$ cat config.mk
export PLATFORM = sky130hd
export DESIGN_NAME = gold_code_gen
export DESIGN_NICKNAME = d
export VERILOG_FILES = /design/src/rtl/gold_code_pkg.sv /design/src/rtl/gc_lfsr.sv /design/src/rtl/gc_combine.sv /design/src/rtl/gold_code_gen.sv
export SDC_FILE = /design/constraint.sdc
export NUM_CORES = 1
export LEC_CHECK = 0
export ABC_AREA = 1
export CORE_MARGIN = 2
export CORE_UTILIZATION = 33
export DETAILED_ROUTE_END_ITERATION = 6
export SYNTH_ARGS = -nofsm -noshare
export SYNTH_HDL_FRONTEND = slang
export SYNTH_SLANG_ARGS = --single-unit
$ cat constraint.sdc
create_clock -name clk -period 1.5 [get_ports clk]
set_clock_uncertainty 0.05 [all_clocks]
set_input_delay 0.3 -clock clk [delete_from_list [all_inputs] [get_ports clk]]
set_output_delay 0.3 -clock clk [all_outputs]
set_load 0.03 [all_outputs]
$ cat src/rtl/gold_code_pkg.sv
package gold_code_pkg;
    localparam int unsigned GC_REG_W = 10;
    localparam int unsigned GC_IDX_W = 4;

    typedef struct packed {
        logic lead;   // top bit of first register
        logic mix;    // tapped XOR of second register
    } gc_stage_t;
endpackage

$ cat src/rtl/gc_lfsr.sv
module gc_lfsr #(
    parameter int unsigned REG_W = gold_code_pkg::GC_REG_W,
    parameter int unsigned IDX_W = gold_code_pkg::GC_IDX_W
) (
    input  logic               clk,
    input  logic               rst,
    input  logic               sync,
    input  logic               step,
    input  logic [2*IDX_W-1:0] tap_sel,
    output logic [REG_W-1:0]   state_o,
    output logic               tap_xor_o
);
    logic [REG_W-1:0] state_q;
    logic [IDX_W-1:0] idx_lo, idx_hi;

    assign idx_lo = tap_sel[IDX_W-1:0];
    assign idx_hi = tap_sel[2*IDX_W-1:IDX_W];

    function automatic logic bit_at(input logic [REG_W-1:0] v, input logic [IDX_W-1:0] i);
        logic r;
        r = 1'b0;
        for (int k = 0; k < int'(REG_W); k++) begin
            if (i == IDX_W'(k)) r = v[k];
        end
        return r;
    endfunction

    assign tap_xor_o = bit_at(state_q, idx_lo) ^ bit_at(state_q, idx_hi);

    always_ff @(posedge clk) begin
        if (rst || sync) begin
            state_q <= '1;
        end else if (step) begin
            state_q <= {state_q[REG_W-2:0], tap_xor_o};
        end
    end

    assign state_o = state_q;

    // reload to all ones
    p_sync_ones_r1: assert property (@(posedge clk) disable iff (rst)
        sync |=> state_q == {REG_W{1'b1}});
    // idle holds state
    p_hold_r4: assert property (@(posedge clk) disable iff (rst)
        (!sync && !step) |=> $stable(state_q));
    // body of register moves up one place
    p_shift_r2: assert property (@(posedge clk) disable iff (rst)
        (!sync && step) |=> state_q[REG_W-1:1] == $past(state_q[REG_W-2:0]));
endmodule

$ cat src/rtl/gc_combine.sv
module gc_combine
    import gold_code_pkg::*;
(
    input  logic clk,
    input  logic rst,
    input  logic sync,
    input  logic lead_i,
    input  logic mix_i,
    output logic chip_o
);
    gc_stage_t stage_q;
    logic      chip_q;

    always_ff @(posedge clk) begin
        if (rst || sync) begin
            stage_q <= '0;
            chip_q  <= 1'b0;
        end else begin
            stage_q.lead <= lead_i;
            stage_q.mix  <= mix_i;
            chip_q       <= stage_q.lead ^ stage_q.mix;
        end
    end

    assign chip_o = chip_q;

    // output silenced by sync
    p_sync_quiet_r1: assert property (@(posedge clk) disable iff (rst)
        sync |=> !chip_q);
    // staged bits follow the inputs one edge later
    p_stage_lead_r5: assert property (@(posedge clk) disable iff (rst)
        !sync |=> stage_q.lead == $past(lead_i));
endmodule

$ cat src/rtl/gold_code_gen.sv
module gold_code_gen #(
    parameter int unsigned REG_W = gold_code_pkg::GC_REG_W,
    parameter int unsigned IDX_W = gold_code_pkg::GC_IDX_W
) (
    input  logic               clk,
    input  logic               rst,
    input  logic               sync,
    input  logic               step,
    input  logic [2*IDX_W-1:0] fb_sel_a,
    input  logic [2*IDX_W-1:0] fb_sel_b,
    output logic               chip_o
);
    logic [REG_W-1:0] state_a, state_b;
    logic             xor_a, xor_b;

    gc_lfsr #(.REG_W(REG_W), .IDX_W(IDX_W)) u_reg_a (
        .clk(clk), .rst(rst), .sync(sync), .step(step),
        .tap_sel(fb_sel_a), .state_o(state_a), .tap_xor_o(xor_a)
    );

    gc_lfsr #(.REG_W(REG_W), .IDX_W(IDX_W)) u_reg_b (
        .clk(clk), .rst(rst), .sync(sync), .step(step),
        .tap_sel(fb_sel_b), .state_o(state_b), .tap_xor_o(xor_b)
    );

    gc_combine u_comb (
        .clk(clk), .rst(rst), .sync(sync),
        .lead_i(state_a[REG_W-1]), .mix_i(xor_b), .chip_o(chip_o)
    );

    // sync beats step, both registers end at all ones
    p_sync_wins_r7: assert property (@(posedge clk) disable iff (rst)
        (sync && step) |=> (state_a == {REG_W{1'b1}}) && (state_b == {REG_W{1'b1}}));

    logic unused_ok;
    assign unused_ok = ^{xor_a, state_b};
endmodule

Word-level counts from Yosys, hierarchy flattened
Cells that the tools add are included.
{ "op_classes": {"bitwise_logic": 3, "eq_ne": 36, "n_reduce_logical": 5, "muxes": 40} }
{ "ops": {"columns": ["operator", "n"], "rows": [
  ["== test 4 x 3 -> 1 bit (second input constant)", 16],
  ["two-way mux 1 bit", 40],
  ["== test 4 x 2 -> 1 bit (second input constant)", 8],
  ["== test 4 bit (second input constant)", 8],
  ["== test 4 x 1 -> 1 bit (second input constant)", 4],
  ["logical NOT 4 bit", 4],
  ["XOR 1 bit", 3],
  ["logical OR 1 bit", 1]
]} }
{ "totals": {"input_bits": 20, "out_inout_bits": 1, "register_bits": 23, "word_cells": 89} }

Depth between registers and ports, before layout
{ "depth": {"ltp_word": 12, "ltp_mapped": 11, "mapped_depth_nobuf": 11} }

Cells and area by module
From an unflattened synthesis, not the netlist that was laid out.
{ "unflattened": {"cells_unflattened": 213, "area_unflattened_um2": 1298.7} }
{ "modules_own_cells": {"columns": ["module", "instances", "area_each_um2", "cells_per_inst", "seq_area_each_um2"], "rows": [
  ["gc_lfsr", 2, 599.3, 100, 200.2],
  ["gc_combine", 1, 100.1, 13, 60.1]
]} }

Least setup slack after synthesis
No wires, ideal clock.
{ "synth_path": {"path_kind": "in2reg", "startpoint": "input fb_sel_b[0]", "endpoint": "register u_reg_b.state_q[0] (netlist: u_reg_b.state_o[0])", "path_stages": 9, "t_arrival_ns": 0.967, "n_path_buf": 1, "setup_slack_ns": 0.368, "setup_time_ns": 0.115, "cell_sequence": "buf_6 a21oi_1 o21ai_0 o21ai_0 nand2_1 nand2_1 nand2_1 nand3_1 nand2_1"} }
{ "synth_via": {"elab_chain_cells": 12, "elab_cells_between_ends": 21, "classes_between": "eq/ne (9); mux (10); bitwise (1); reduce/logical (1)"} }
{ "synth_lines": {"columns": ["element", "line", "text"], "rows": [
  ["start: declaration", "gold_code_gen.sv:10", "input logic [2*IDX_W-1:0] fb_sel_b,"],
  ["logical NOT 4 bit", "gc_lfsr.sv:23", "if (i == IDX_W'(k)) r = v[k];"],
  ["two-way mux 1 bit (9 in a row)", "gc_lfsr.sv:23", null],
  ["two-way mux 1 bit (*)", "gc_lfsr.sv:23", null],
  ["XOR 1 bit (*)", "gc_lfsr.sv:28", "assign tap_xor_o = bit_at(state_q, idx_lo) ^ bit_at(state_q, idx_hi);"],
  ["end signal: assignment", "gc_lfsr.sv:34", "state_q <= {state_q[REG_W-2:0], tap_xor_o};"],
  ["end: declaration", "gc_lfsr.sv:13", "logic [REG_W-1:0] state_q;"]
]} }
Every way passes the cells marked *; elsewhere a longest branch is shown, timed or not.
A chain may end at the register's enable or synchronous reset.

Worst setup path in the final report
{ "layout_path": {"startpoint": "input fb_sel_a[2]", "endpoint": "register u_reg_a.state_q[0] (netlist: u_reg_a.state_o[0])"} }
{ "layout_via": {"elab_chain_cells": 12, "elab_cells_between_ends": 21, "classes_between": "eq/ne (9); mux (10); bitwise (1); reduce/logical (1)"} }
{ "layout_lines": {"columns": ["element", "line", "text"], "rows": [
  ["start: declaration", "gold_code_gen.sv:9", "input logic [2*IDX_W-1:0] fb_sel_a,"],
  ["logical NOT 4 bit", "gc_lfsr.sv:23", null],
  ["two-way mux 1 bit (9 in a row)", "gc_lfsr.sv:23", null],
  ["two-way mux 1 bit (*)", "gc_lfsr.sv:23", null],
  ["XOR 1 bit (*)", "gc_lfsr.sv:28", null],
  ["end signal: assignment", "gc_lfsr.sv:34", null],
  ["end: declaration", "gc_lfsr.sv:13", null]
]} }
Marks and branches as above.

==> impl_metrics.csv <==
group,metric,value,unit
power_and_ir_drop,internal_power,0.932,mW
timing,max_freq,724,MHz
critical_path,required,1.61,ns
logic_synthesis,synth-seq-cells,23,
drt,drc,0,
critical_path,critPathSlowestCell,"clkdlybuf4s50_1",
clocking,clock_latency,0.26,ns
critical_path,r2r_cells,10,
timing,fin_crit_sh,0.921,
placed_design,hpwl,2150,um
power_and_ir_drop,power_leakage,0.904,nW
timing,report.final.hold_viol_count,0,
global_route,gr-total-overflow,0,
finish,final_cell_mix,"nand2_1, inv_1, dfxtp_1, o211ai_1, nand3_1",
finish,post-route-util,0.437,
timing,timing.hold.ws,0.427,ns
clocking,h-tree-depth,1,
timing,fin_ws,0.118,ns
clocking,post_cts.repair.setup_buffers,0,
finish,final_nets,246,
drt,drt_wl_total,2770,um
timing,setup_viol,0,
clocking,cts_made_buffers,3,
placed_design,portBuffers,20,
logic_synthesis,synth_top_area_share,0.360,
timing,rsz0062_at_grt,"no",
timing,fin_setup_tns,0,ns
drt,viasPerCell,4.66,
drt,vias,1273,
critical_path,crit_type,"input port to flop",
finish,diodes,0,
logic_synthesis,synth_top_family_by_area,"simple AND/OR/NAND/NOR gates",
logic_synthesis,synthXorXnorAreaFrac,0.00685,
min_path,min_path_type,"flop to flop",
power_and_ir_drop,power_density,787,mW/mm^2
finish,drive_gt1_frac,0.0756,
logic_synthesis,synthesis.area,0.00128,sq mm
timing,maxSlewHeadroom,0.740,
critical_path,end_kind,"flop",
global_route,grt_usage,0.151,
timing,tightestPinTransition,0.389,ns
floorplanning,fp.dieH,66.3,um
logic_synthesis,synthSimpleGateAreaFrac,0.304,
timing,post-route-min-period,1.38,ns
min_path,whs_path_depth,2,
finish,syn_to_final_growth,26.0,%
finish,num-fill-cells,412,
critical_path,path_delay_family,"buffers and inverters",
power_and_ir_drop,switching_share,0.265,
logic_synthesis,synth-compound-area-share,0.196,
power_and_ir_drop,seq_power_share,0.511,
drt,wl_per_cell,10.1,um
clocking,clock-sinks,23,
floorplanning,io_pins,21,
placed_design,gp_congestion,0.766,
drt,dr.pass1.iters,6,
logic_synthesis,synthAdderAreaFrac,0,
logic_synthesis,yosysTopAreaCell,"dfxtp_1",
placed_design,place_inst,269,
critical_path,cp.arrival,1.49,ns
critical_path,path_common_cell,"nand2_1",
power_and_ir_drop,pwr-share-comb,0.191,
critical_path,critPathMaxStageDelay,0.53,ns
power_and_ir_drop,clockPowerShare,0.298,
global_route,antenna_found_initial,0,
critical_path,start_kind,"input port",
critical_path,cp_num_cells,12,
clocking,root_buffer,"clkbuf_8",
logic_synthesis,postSynthCellCount,200,
drt,drt_first_iter_violations,64,
floorplanning,dieArea,0.00439,sq mm
floorplanning,initial_core_util,0.347,
power_and_ir_drop,power_switching,0.336,mW
global_route,grt_first_pass_wirelength,5140,um
flow_run,maxCapViolCount,0,
drt,detail-route-antenna-nets,0,
finish,final_cells,273,
timing,drv_slew,0,
critical_path,critPathMaxFanout,4,
logic_synthesis,avgSynthCellArea,6.39,sq um
clocking,clockBufferDepth,2,
logic_synthesis,synth_cell_types,18,
logic_synthesis,ys_seq_area_frac,0.360,
global_route,grt_max_degree,14,
clocking,cts_tree,"built",
logic_synthesis,yosysWarnings,0,
floorplanning,die_w,66.3,um
logic_synthesis,synth_area_leaders,"dfxtp_1, nand2_1, o211ai_1, inv_1, nand3_1",
clocking,path_clk_slew,0.08,ns
power_and_ir_drop,ir_drop,0.000272,V
critical_path,crit_buf_inv,2,
outcome,status,"finished clean",
logic_synthesis,synth_nets,220,
logic_synthesis,synth_mux_area_frac,0,
global_route,grt_pass1_vias,1201,
critical_path,cp_cell_sequence,"clkdlybuf4s50_1 > inv_2 > nand2_1 > nand2_1 > nand2_1 > nand3_1 > nand2_1 > nand2_1 > nand2_1 > nand2_1 > nand3_1 > nand2_1",
floorplanning,fp-row-count,22,
clocking,cts_hold_buffers,0,
floorplanning,core_area,0.00369,sq mm
placed_design,dp_slack,-0.275,ns
finish,final_common_cell,"nand2_1",
-- final timing paths --
kind | from | end | slack [ns]
hold / removal | u_reg_a.state_o[6] | u_reg_a.state_o[7] | 0.43
setup reg to reg | u_reg_a.state_o[7] | u_reg_a.state_o[0] | 0.30
setup / recovery | fb_sel_a[2] | u_reg_a.state_o[0] | 0.12
hold reg to reg | u_reg_a.state_o[6] | u_reg_a.state_o[7] | 0.43
-- tightest hold or removal path, stage by stage, from the launching register on --
cell,delay (ns)
dfxtp_1,0.33
nand2_1,0.05
o211ai_1,0.06
-- cell type report --
type / instances / area, sq um / area share
clock buffers: 3 / 41.3 / 0.0256
clock inverters: 1 / 5.00 / 0.00311
inverters: 32 / 120 / 0.0745
multi-input cells: 138 / 648 / 0.402
flip-flops and latches: 23 / 460 / 0.286
well taps: 48 / 60.1 / 0.0373
repair buffers: 28 / 277 / 0.172
-- layer usage --
metal	vias up	part of all wire	GRT usage
li1	692	-	-
met1	542	0.51	0.186
met2	35	0.43	0.258
met3	4	0.041	0.0187
met4	0	0.017	0.0714
met5	-	0	0
-- state kept, by name, summed over array words and instances (netlist names) --
signal / cells
u_comb.chip_o: 1
u_comb.stage_q: 2
u_reg_a.state_o: 10
u_reg_b.state_o: 10
-- synth_stat cells (all sizes together) --
cell type,n
nand2,73
o21ai,10
nand3,13
inv,32
nor2,9
a211oi,1
a21oi,10
dfxtp,23
nand3b,1
xnor2,1
buf,7
nand4,1
o211ai,19
-- timing repair --
| item | 4_1_cts | 5_1_grt |
|---|---|---|
| pin swaps | 0 | 1 |
| resized for setup | 1 | 10 |
| endpoints found under the setup margin | 1 | 3 |
-- power by group through the flow --
stage	clock (mW)	sequential, mW	combinational [mW]
2_1_floorplan	0	0.661	0.148
3_3_place_gp	0	0.662	0.244
3_5_place_dp	0	0.662	0.246
4_1_cts	0.393	0.648	0.246
5_1_grt	0.420	0.652	0.283
6_report	0.377	0.648	0.242
-- per-stage QoR --
stage	cell area [sq um]	power, mW
floorplan	1280	0.809
global placement	1550	0.906
detailed placement	1550	0.908
CTS	1590	1.29
global route	1610	1.35
finish	1610	1.27
-- cells by family after synthesis --
logic type	after synthesis
AO/OA/AOI/OAI	40
XOR/XNOR	1
buffers and inverters	39
flip-flops	23
AND/OR/NAND/NOR	97
(Power assumes the default switching activity.)
